File: config.mk
export PLATFORM = sky130hd
export DESIGN_NAME = sample_integrator
export DESIGN_NICKNAME = d
export VERILOG_FILES = /design/src/rtl/sint_pkg.sv /design/src/rtl/sint_req_sync.sv /design/src/rtl/sint_term.sv /design/src/rtl/sint_accum.sv /design/src/rtl/sint_result.sv /design/src/rtl/sample_integrator.sv
export SDC_FILE = /design/constraint.sdc
export NUM_CORES = 1
export LEC_CHECK = 0
export BUFFER_PORTS_ARGS = -buffer_cell sky130_fd_sc_hd__buf_4
export CAP_MARGIN = 20
export CORE_ASPECT_RATIO = 1.4
export CORE_MARGIN = 8
export CORE_UTILIZATION = 50
export CTS_BUF_LIST = sky130_fd_sc_hd__clkbuf_4 sky130_fd_sc_hd__clkbuf_8
export DETAILED_ROUTE_END_ITERATION = 10
export PLACE_DENSITY_LB_ADDON = 0.1
export SKIP_CTS_REPAIR_TIMING = 1
export SYNTH_ARGS = -nofsm -noshare
export SYNTH_HDL_FRONTEND = slang
export SYNTH_SLANG_ARGS = --single-unit
File: constraint.sdc
create_clock -name clk -period 13.2 [get_ports clk]
set_input_delay 1.98 -clock clk [delete_from_list [all_inputs] [get_ports clk]]
set_output_delay 1.98 -clock clk [all_outputs]
set_load 0.01 [all_outputs]
File: src/rtl/sint_pkg.sv
// Shared types for the sample integrator.
package sint_pkg;
    // Trigger selection for the hardware request line.
    typedef enum logic [1:0] {
        TRIG_OFF  = 2'b00,
        TRIG_RISE = 2'b01,
        TRIG_FALL = 2'b10,
        TRIG_BOTH = 2'b11
    } trig_mode_e;
endpackage

File: src/rtl/sint_req_sync.sv
// Hardware request front end: two-flop synchroniser followed by an edge
// detector. The detector is selected by mode.
// Assumes: req_async may change at any time. The output pulse lasts one cycle.
module sint_req_sync
    import sint_pkg::*;
(
    input  logic       clk,
    input  logic       rst_n,
    input  logic       req_async,
    input  logic [1:0] mode,
    output logic       pulse
);
    logic meta_q, sync_q, prev_q;
    logic rise, fall;

    // Synchronise the line and keep last cycle's value for edge detection.
    always_ff @(posedge clk) begin
        if (!rst_n) begin
            meta_q <= 1'b0;
            sync_q <= 1'b0;
            prev_q <= 1'b0;
        end else begin
            meta_q <= req_async;
            sync_q <= meta_q;
            prev_q <= sync_q;
        end
    end

    assign rise = sync_q & ~prev_q;
    assign fall = ~sync_q & prev_q;

    // Pick the edge(s) that count as a request.
    always_comb begin
        unique case (trig_mode_e'(mode))
            TRIG_RISE: pulse = rise;
            TRIG_FALL: pulse = fall;
            TRIG_BOTH: pulse = rise | fall;
            default:   pulse = 1'b0;
        endcase
    end
endmodule

File: src/rtl/sint_term.sv
// Sample conditioning: selects the source and qualifies it with its strobe.
// Then it forms the term to add: sign-extended in signed mode, magnitude in
// absolute mode.
// Assumes: samples are two's complement. ACC_W > SAMPLE_W.
module sint_term #(
    parameter int SAMPLE_W = 16,
    parameter int ACC_W    = 32
) (
    input  logic                src_sel,
    input  logic                raw_valid,
    input  logic [SAMPLE_W-1:0] raw_sample,
    input  logic                dec_valid,
    input  logic [SAMPLE_W-1:0] dec_sample,
    input  logic                signed_mode,
    output logic                term_valid,
    output logic [ACC_W-1:0]    term
);
    localparam int EXT_W = ACC_W - SAMPLE_W;

    logic [SAMPLE_W-1:0] smp;
    logic [SAMPLE_W-1:0] mag;

    // Source multiplexer.
    always_comb begin
        if (src_sel) begin
            smp        = dec_sample;
            term_valid = dec_valid;
        end else begin
            smp        = raw_sample;
            term_valid = raw_valid;
        end
    end

    // Magnitude fits SAMPLE_W unsigned bits, including for the most negative code.
    assign mag = smp[SAMPLE_W-1] ? (~smp + 1'b1) : smp;

    // Widen according to the mode.
    always_comb begin
        if (signed_mode) term = {{EXT_W{smp[SAMPLE_W-1]}}, smp};
        else             term = {{EXT_W{1'b0}}, mag};
    end
endmodule

File: src/rtl/sint_accum.sv
// Accumulator with overflow handling and the internal overflow state.
// Priority order: restart, then request, then sample accumulation.
// Assumes: term is already conditioned for the current mode.
// Wrapping only applies in absolute mode.
module sint_accum #(
    parameter int ACC_W = 32
) (
    input  logic             clk,
    input  logic             rst_n,
    input  logic             signed_mode,
    input  logic             sat_en,
    input  logic             term_valid,
    input  logic [ACC_W-1:0] term,
    input  logic             req,
    input  logic             ovf_clr,
    input  logic             integ_rst,
    output logic [ACC_W-1:0] acc_q,
    output logic             ovf_state
);
    localparam logic [ACC_W-1:0] ALL_ONES = '1;
    localparam logic [ACC_W-1:0] POS_MAX  = {1'b0, {(ACC_W-1){1'b1}}};
    localparam logic [ACC_W-1:0] NEG_MIN  = {1'b1, {(ACC_W-1){1'b0}}};

    logic [ACC_W:0]   sum_u, sum_s;
    logic [ACC_W-1:0] add_val;
    logic             add_ovf;
    logic             clamp;

    assign clamp = sat_en | signed_mode;
    assign sum_u = {1'b0, acc_q} + {1'b0, term};
    assign sum_s = {acc_q[ACC_W-1], acc_q} + {term[ACC_W-1], term};

    // Add the term and resolve overflow by mode.
    always_comb begin
        if (signed_mode) begin
            add_ovf = sum_s[ACC_W] ^ sum_s[ACC_W-1];
            if (add_ovf) add_val = sum_s[ACC_W] ? NEG_MIN : POS_MAX;
            else         add_val = sum_s[ACC_W-1:0];
        end else begin
            add_ovf = sum_u[ACC_W];
            add_val = (add_ovf && clamp) ? ALL_ONES : sum_u[ACC_W-1:0];
        end
    end

    // Sum register: restart, period start or accumulate.
    always_ff @(posedge clk) begin
        if (!rst_n || integ_rst)  acc_q <= '0;
        else if (req)             acc_q <= term_valid ? term : '0;
        else if (term_valid)      acc_q <= add_val;
    end

    // Overflow state: set by an overflow, cleared on request, restart or a
    // clear strobe while clamping is in effect.
    always_ff @(posedge clk) begin
        if (!rst_n || integ_rst) ovf_state <= 1'b0;
        else if (req)            ovf_state <= 1'b0;
        else                     ovf_state <= (ovf_state & ~(ovf_clr & clamp))
                                             | (term_valid & add_ovf);
    end
endmodule

File: src/rtl/sint_result.sv
// Result stage: latches the sum and the overflow state on a request.
// Gives a one-cycle valid pulse.
// Assumes: req is already suppressed during an integrator restart.
module sint_result #(
    parameter int ACC_W = 32
) (
    input  logic             clk,
    input  logic             rst_n,
    input  logic             req,
    input  logic             ovf_clr,
    input  logic [ACC_W-1:0] acc_q,
    input  logic             ovf_state,
    output logic [ACC_W-1:0] final_value,
    output logic             ovf_flag,
    output logic             result_valid
);
    // Capture the period result and the visible flag.
    always_ff @(posedge clk) begin
        if (!rst_n) begin
            final_value  <= '0;
            ovf_flag     <= 1'b0;
            result_valid <= 1'b0;
        end else begin
            result_valid <= req;
            if (req) begin
                final_value <= acc_q;
                ovf_flag    <= ovf_state;
            end else if (ovf_clr) begin
                ovf_flag    <= 1'b0;
            end
        end
    end
endmodule

File: src/rtl/sample_integrator.sv
// Top level of the sample integrator. It joins the request front end, the
// sample conditioner, the accumulator and the result stage.
// Assumes: all inputs except hw_req are synchronous to clk.
module sample_integrator #(
    parameter int SAMPLE_W = 16,
    parameter int ACC_W    = 32
) (
    input  logic                clk,
    input  logic                rst_n,
    input  logic                src_sel,
    input  logic                raw_valid,
    input  logic [SAMPLE_W-1:0] raw_sample,
    input  logic                dec_valid,
    input  logic [SAMPLE_W-1:0] dec_sample,
    input  logic                signed_mode,
    input  logic                sat_en,
    input  logic                hw_req,
    input  logic [1:0]          hw_req_mode,
    input  logic                sw_req,
    input  logic                ovf_clr,
    input  logic                integ_rst,
    output logic [ACC_W-1:0]    final_value,
    output logic                ovf_flag,
    output logic                result_valid
);
    logic             hw_pulse;
    logic             req;
    logic             term_valid;
    logic [ACC_W-1:0] term;
    logic [ACC_W-1:0] acc_q;
    logic             ovf_state;

    sint_req_sync u_sync (
        .clk       (clk),
        .rst_n     (rst_n),
        .req_async (hw_req),
        .mode      (hw_req_mode),
        .pulse     (hw_pulse)
    );

    // A restart in the same cycle drops the request.
    assign req = (sw_req | hw_pulse) & ~integ_rst;

    sint_term #(.SAMPLE_W(SAMPLE_W), .ACC_W(ACC_W)) u_term (
        .src_sel     (src_sel),
        .raw_valid   (raw_valid),
        .raw_sample  (raw_sample),
        .dec_valid   (dec_valid),
        .dec_sample  (dec_sample),
        .signed_mode (signed_mode),
        .term_valid  (term_valid),
        .term        (term)
    );

    sint_accum #(.ACC_W(ACC_W)) u_acc (
        .clk         (clk),
        .rst_n       (rst_n),
        .signed_mode (signed_mode),
        .sat_en      (sat_en),
        .term_valid  (term_valid),
        .term        (term),
        .req         (req),
        .ovf_clr     (ovf_clr),
        .integ_rst   (integ_rst),
        .acc_q       (acc_q),
        .ovf_state   (ovf_state)
    );

    sint_result #(.ACC_W(ACC_W)) u_res (
        .clk          (clk),
        .rst_n        (rst_n),
        .req          (req),
        .ovf_clr      (ovf_clr),
        .acc_q        (acc_q),
        .ovf_state    (ovf_state),
        .final_value  (final_value),
        .ovf_flag     (ovf_flag),
        .result_valid (result_valid)
    );
endmodule

After elaboration in Yosys (flattened, before gate mapping)
Index checks and enable logic that the tools add are counted.
Widths: inputs -> output; s select.
{"block": "totals", "ff_bits": 70, "out_inout_bits": 34}
{"block": "classes", "add_sub_neg": 3, "n_eq_ne": 3, "mux": 15, "bitwise_logic": 16, "reduce_logical": 6}
{"op": "$mux 32", "n": 8}
{"op": "$add 32x32->33", "n": 2}
{"op": "$mux 16", "n": 2}
{"op": "$add 16x1->16 const B", "n": 1}
{"op": "$not 16->16", "n": 1}
{"op": "$and 1x1->1", "n": 6}
{"op": "$eq 2x2->1 const B", "n": 2}
{"op": "$mux 1", "n": 4}
{"op": "$not 1->1", "n": 4}
{"op": "$or 1x1->1", "n": 4}
{"op": "$reduce_bool 2->1", "n": 2}
{"op": "$pmux 1 s3", "n": 1}
{"op": "$eq 2x1->1 const B", "n": 1}
{"op": "$reduce_or 2->1", "n": 1}
{"op": "$logic_and 1x1->1", "n": 1}
{"op": "$logic_not 1->1", "n": 1}
{"op": "$logic_or 1x1->1", "n": 1}
{"op": "$xor 1x1->1", "n": 1}

Depth between registers and ports, before layout
{"block": "depth", "depth_word": 11, "depth_mapped": 22, "mapped_depth_nobuf": 17}

Modules after synthesis
Synthesis repeated with hierarchy kept, for this count alone.
{"block": "unflattened", "hier_cells": 657, "area_unflattened_um2": 5819.3}
{"mod": "sint_accum", "n_inst": 1, "cells_each": 428, "area_per_inst_um2": 3507.1}
{"mod": "sint_result", "n_inst": 1, "cells_each": 108, "area_per_inst_um2": 1302.5}
{"mod": "sint_term", "n_inst": 1, "cells_each": 105, "area_per_inst_um2": 862.1}
{"mod": "sint_req_sync", "n_inst": 1, "cells_each": 15, "area_per_inst_um2": 137.6}
{"mod": "sample_integrator", "n_inst": 1, "cells_each": 1, "area_per_inst_um2": 10.0}

Worst setup path before layout
No wires, ideal clock.
{"block": "synth_path", "path_kind": "input port to flip-flop", "from": "in src_sel", "to": "reg u_acc.acc_q[27]", "setup_ns": 0.124, "arrival_ns": 6.413, "slack_ns": 6.663, "cell_stages": 21, "n_path_buf": 4, "cell_sequence": "clkbuf_1 > buf_1 > buf_2 > mux2i_1 > ha_1 > o211ai_1 > nor3_1 > o21ai_0 > o21ai_0 > xor2_1 > ha_1 > nand3_2 > nor4_1 > nand2b_1 > o21ai_2 > a21oi_2 > a41o_1 > a21o_4 > buf_6 > a311oi_1 > o21ai_1"}
{"block": "synth_via", "elab_chain_len": 11}
{"element": "from (decl)", "line_no": "sample_integrator.sv:10", "rtl": "input logic src_sel,"}
{"element": "$mux 16", "line_no": "sint_term.sv:25", "rtl": "if (src_sel) begin"}
{"element": "$not 16->16", "line_no": "sint_term.sv:35", "rtl": "assign mag = smp[SAMPLE_W-1] ? (~smp + 1'b1) : smp;"}
{"element": "$add 16x1->16", "line_no": "sint_term.sv:35"}
{"element": "$mux 16", "line_no": "sint_term.sv:35"}
{"element": "$mux 32", "line_no": "sint_term.sv:39", "rtl": "if (signed_mode) term = {{EXT_W{smp[SAMPLE_W-1]}}, smp};"}
{"element": "$add 32x32->33, on equally long branches", "line_no": "sint_accum.sv:31, sint_accum.sv:30"}
{"element": "$mux 32 (tied with other cells)", "line_no": "sint_accum.sv:37", "rtl": "if (add_ovf) add_val = sum_s[ACC_W] ? NEG_MIN : POS_MAX;"}
{"element": "$mux 32, on equally long branches", "line_no": "sint_accum.sv:37, sint_accum.sv:41"}
{"element": "$mux 32", "line_no": "sint_accum.sv:35", "rtl": "if (signed_mode) begin"}
{"element": "$mux 32", "line_no": "sint_accum.sv:49", "rtl": "else if (term_valid) acc_q <= add_val;"}
{"element": "$mux 32", "line_no": "sint_accum.sv:48", "rtl": "else if (req) acc_q <= term_valid ? term : '0;"}
{"element": "to (signal assigned)", "line_no": "sint_accum.sv:48"}
{"element": "to (signal assigned)", "line_no": "sint_accum.sv:49"}
{"element": "to (decl)", "line_no": "sint_accum.sv:17", "rtl": "output logic [ACC_W-1:0] acc_q,"}
Parallel ways exist; a longest one is shown, timed or not. The select of a mux whose other input is x is not followed.
A chain may end at the register's enable or synchronous reset.

Final worst setup path
{"block": "layout_path", "from": "in src_sel", "to": "reg u_acc.acc_q[2]"}
Same word-level chain as after synthesis.

==> qor.yml <==
outcome: "finished clean"
final_nets: 859
hold_slack_ns: 0.4390
syn_to_final_growth_pct: 14.34
grt_pass1_vias: 5501
total_power_uw: 584.8
antennaDiodeCount: 0
worstPathArrival_ns: 7.02
grt_use_met1_pct: 24.34
synth_nets: 807
hold_violations: 0
multi_input_area_um2: 4069
overflow: 0
io_buffers: 78
required_ns: 13.46
worst_pin_slew_ns: 1.134
synth.avg_cell_area_um2: 7.835
wire_per_inst_um: 18.15
fin_crit_sh_pct: 51.19
timing.slew.headroom_pct: 24.15
post-place-ws_ns: 6.136
die_y_um: 142.2
gp_congestion: 0.9459
worstSetupPathType: "in2reg"
viasPerCell: 6.101
synth_edf_count: 0
dieArea_um2: 15090
syn_area_um2: 5688
synth_seq_cells: 70
busiest_layer: "met2"
synth_cell_types: 70
fp.dieW_um: 106.1
grt_use_total_pct: 22.26
regArea_um2: 1401
antenna_found_initial: 0
totalWireLength_mm: 16.83
rows: 46
path_max_fanout: 38
dpl.cell_count: 911
synthArstFlopShare_pct: 0
final_cells: 927
grt_pass1_wl_mm: 27.19
max_clock_freq_mhz: 148.0
start_kind: "primary input"
drtAntennaViolNets: 0
tns_ns: 0
pin_count: 79
drive_gt1_share_pct: 17.24
post_dp_cell_area_um2: 6319
cts.clk_slew.worst_paths_ns: 0.08
cts_buffers: 9
worstSetupEndpointType: "flip-flop"
final_area_um2: 6504
finClkSkew_ns: 0.01159
power_density_nw_per_um2: 89.92
core_um2: 11220
use_met3_pct: 4.352
cts_tree: "yes"
insertion_delay_ns: 0.37
period_needed_ns: 6.757
ir_drop_mv: 0.04590
synthCells: 726
cts_root_buf: "clkbuf_8"
grt_max_degree: 51
nFillCells: 1094
yosysSeqAreaShare_pct: 24.64
synth_ff_type: "dfxtp_1"
fin_ws_ns: 6.443
p_leak_nw: 2.625
drt_first_pass_iters: 5
cts_buffer_depth: 2
dp_hpwl_mm: 12.29
cts_htree_levels: 3
yosys_warnings: 0
drt_iter0_drc: 318
vias: 5656
cts.sinks: 70
slew_violations: 0
start_util_pct: 50.68
met2_usage_pct: 40.32
hp-class: "reg2reg"
drcViolationCount: 0
maxCapViolations: 0
setup-violations-final: 0
post-route-util_pct: 57.95
rsz0062_at_grt: "no"
synth_stat cells, drive strengths merged (10+ instances only):
master	number	share of area [%]
inv	14	0.92
xor2	17	2.6
nor2	53	3.5
o211ai	12	1.9
ha	35	7.7
xnor2	23	3.7
buf	15	1.6
nand2	105	6.9
mux2i	20	3.5
a21oi	45	4.0
dfxtp	70	25
nor3	18	1.8
a21o	21	2.9
nand2b	10	1.1
o21ai	76	7.3
clkbuf	26	1.7
a21boi	33	4.4
path summary, 6_finish.rpt:
check | start | endpoint | slack (ns) | cells after the start
setup / recovery | src_sel | u_acc.acc_q[2] | 6.44 | 18
hold / removal | u_sync.meta_q | u_sync.sync_q | 0.44 | 1
setup reg to reg | u_acc.acc_q[0] | u_acc.acc_q[2] | 9.36 | 11
hold reg to reg | u_sync.meta_q | u_sync.sync_q | 0.44 | 1
worst max-delay path, stage by stage:
cell	delay [ns]
buf_4	0.36
mux2i_1	0.37
ha_1	0.27
o211ai_1	0.16
nor3_1	0.28
o21ai_0	0.16
o21ai_0	0.22
xor2_1	0.23
ha_1	0.35
a21oi_1	0.24
o22ai_1	0.13
a22oi_1	0.22
o21ai_2	0.11
a21oi_2	0.33
nand2_1	0.20
xnor2_4	0.86
o21ai_0	0.21
a221oi_1	0.32
per-layer routing:
metal  wire length (um)  vias up  part of all wire (%)
li1                   -     2761                     -
met1               6632     2632                    39
met2               8707      217                    52
met3                967       46                   5.7
met4                520        0                   3.1
met5                  0        -                     0
report_power, final:
| group | internal (mW) | total [mW] | leakage (nW) | switching, mW |
|---|---|---|---|---|
| sequential | 0.219 | 0.227 | 0.568 | 0.00735 |
| clock | 0.0781 | 0.167 | 0.0913 | 0.0893 |
| combinational | 0.0754 | 0.191 | 1.97 | 0.115 |
| total | 0.373 | 0.585 | 2.62 | 0.212 |
final cells by class:
class                      count  area share, %
multi-input combinational    601          62.56
clock inverter                 5         0.5194
sequential                    70          21.55
tap                          144          2.770
timing repair buffer          82          9.465
inverter                      14         0.8080
clock buffer                  11          2.328
state kept, by name (all words and copies together), names as in the netlist:
signal,flops
u_acc.acc_q,32
u_res.final_value,32
u_acc.ovf_state,1
u_res.ovf_flag,1
u_res.result_valid,1
u_sync.meta_q,1
u_sync.prev_q,1
u_sync.sync_q,1
placed cells by master, fill, tap and decap left out, types with 11 or more instances in the layout:
master	count
nand2_1	105
a21oi_1	44
dfxtp_1	70
xnor2_1	22
xor2_1	17
a21o_1	20
buf_4	82
o21ai_0	58
o21ai_1	11
ha_1	35
nor3_1	17
clkbuf_8	11
a21boi_0	33
mux2i_1	19
inv_1	14
nor2_1	52
logic make-up after synthesis:
family / after synthesis / synth area share [%]
compound gates: 262 / 32.97
xor+xnor: 40 / 6.291
fa+ha+maj: 36 / 8.051
buf+inv: 55 / 4.223
flops: 70 / 24.64
mux: 22 / 3.915
simple gates: 241 / 19.91
Power figures use the tool's default switching activity.
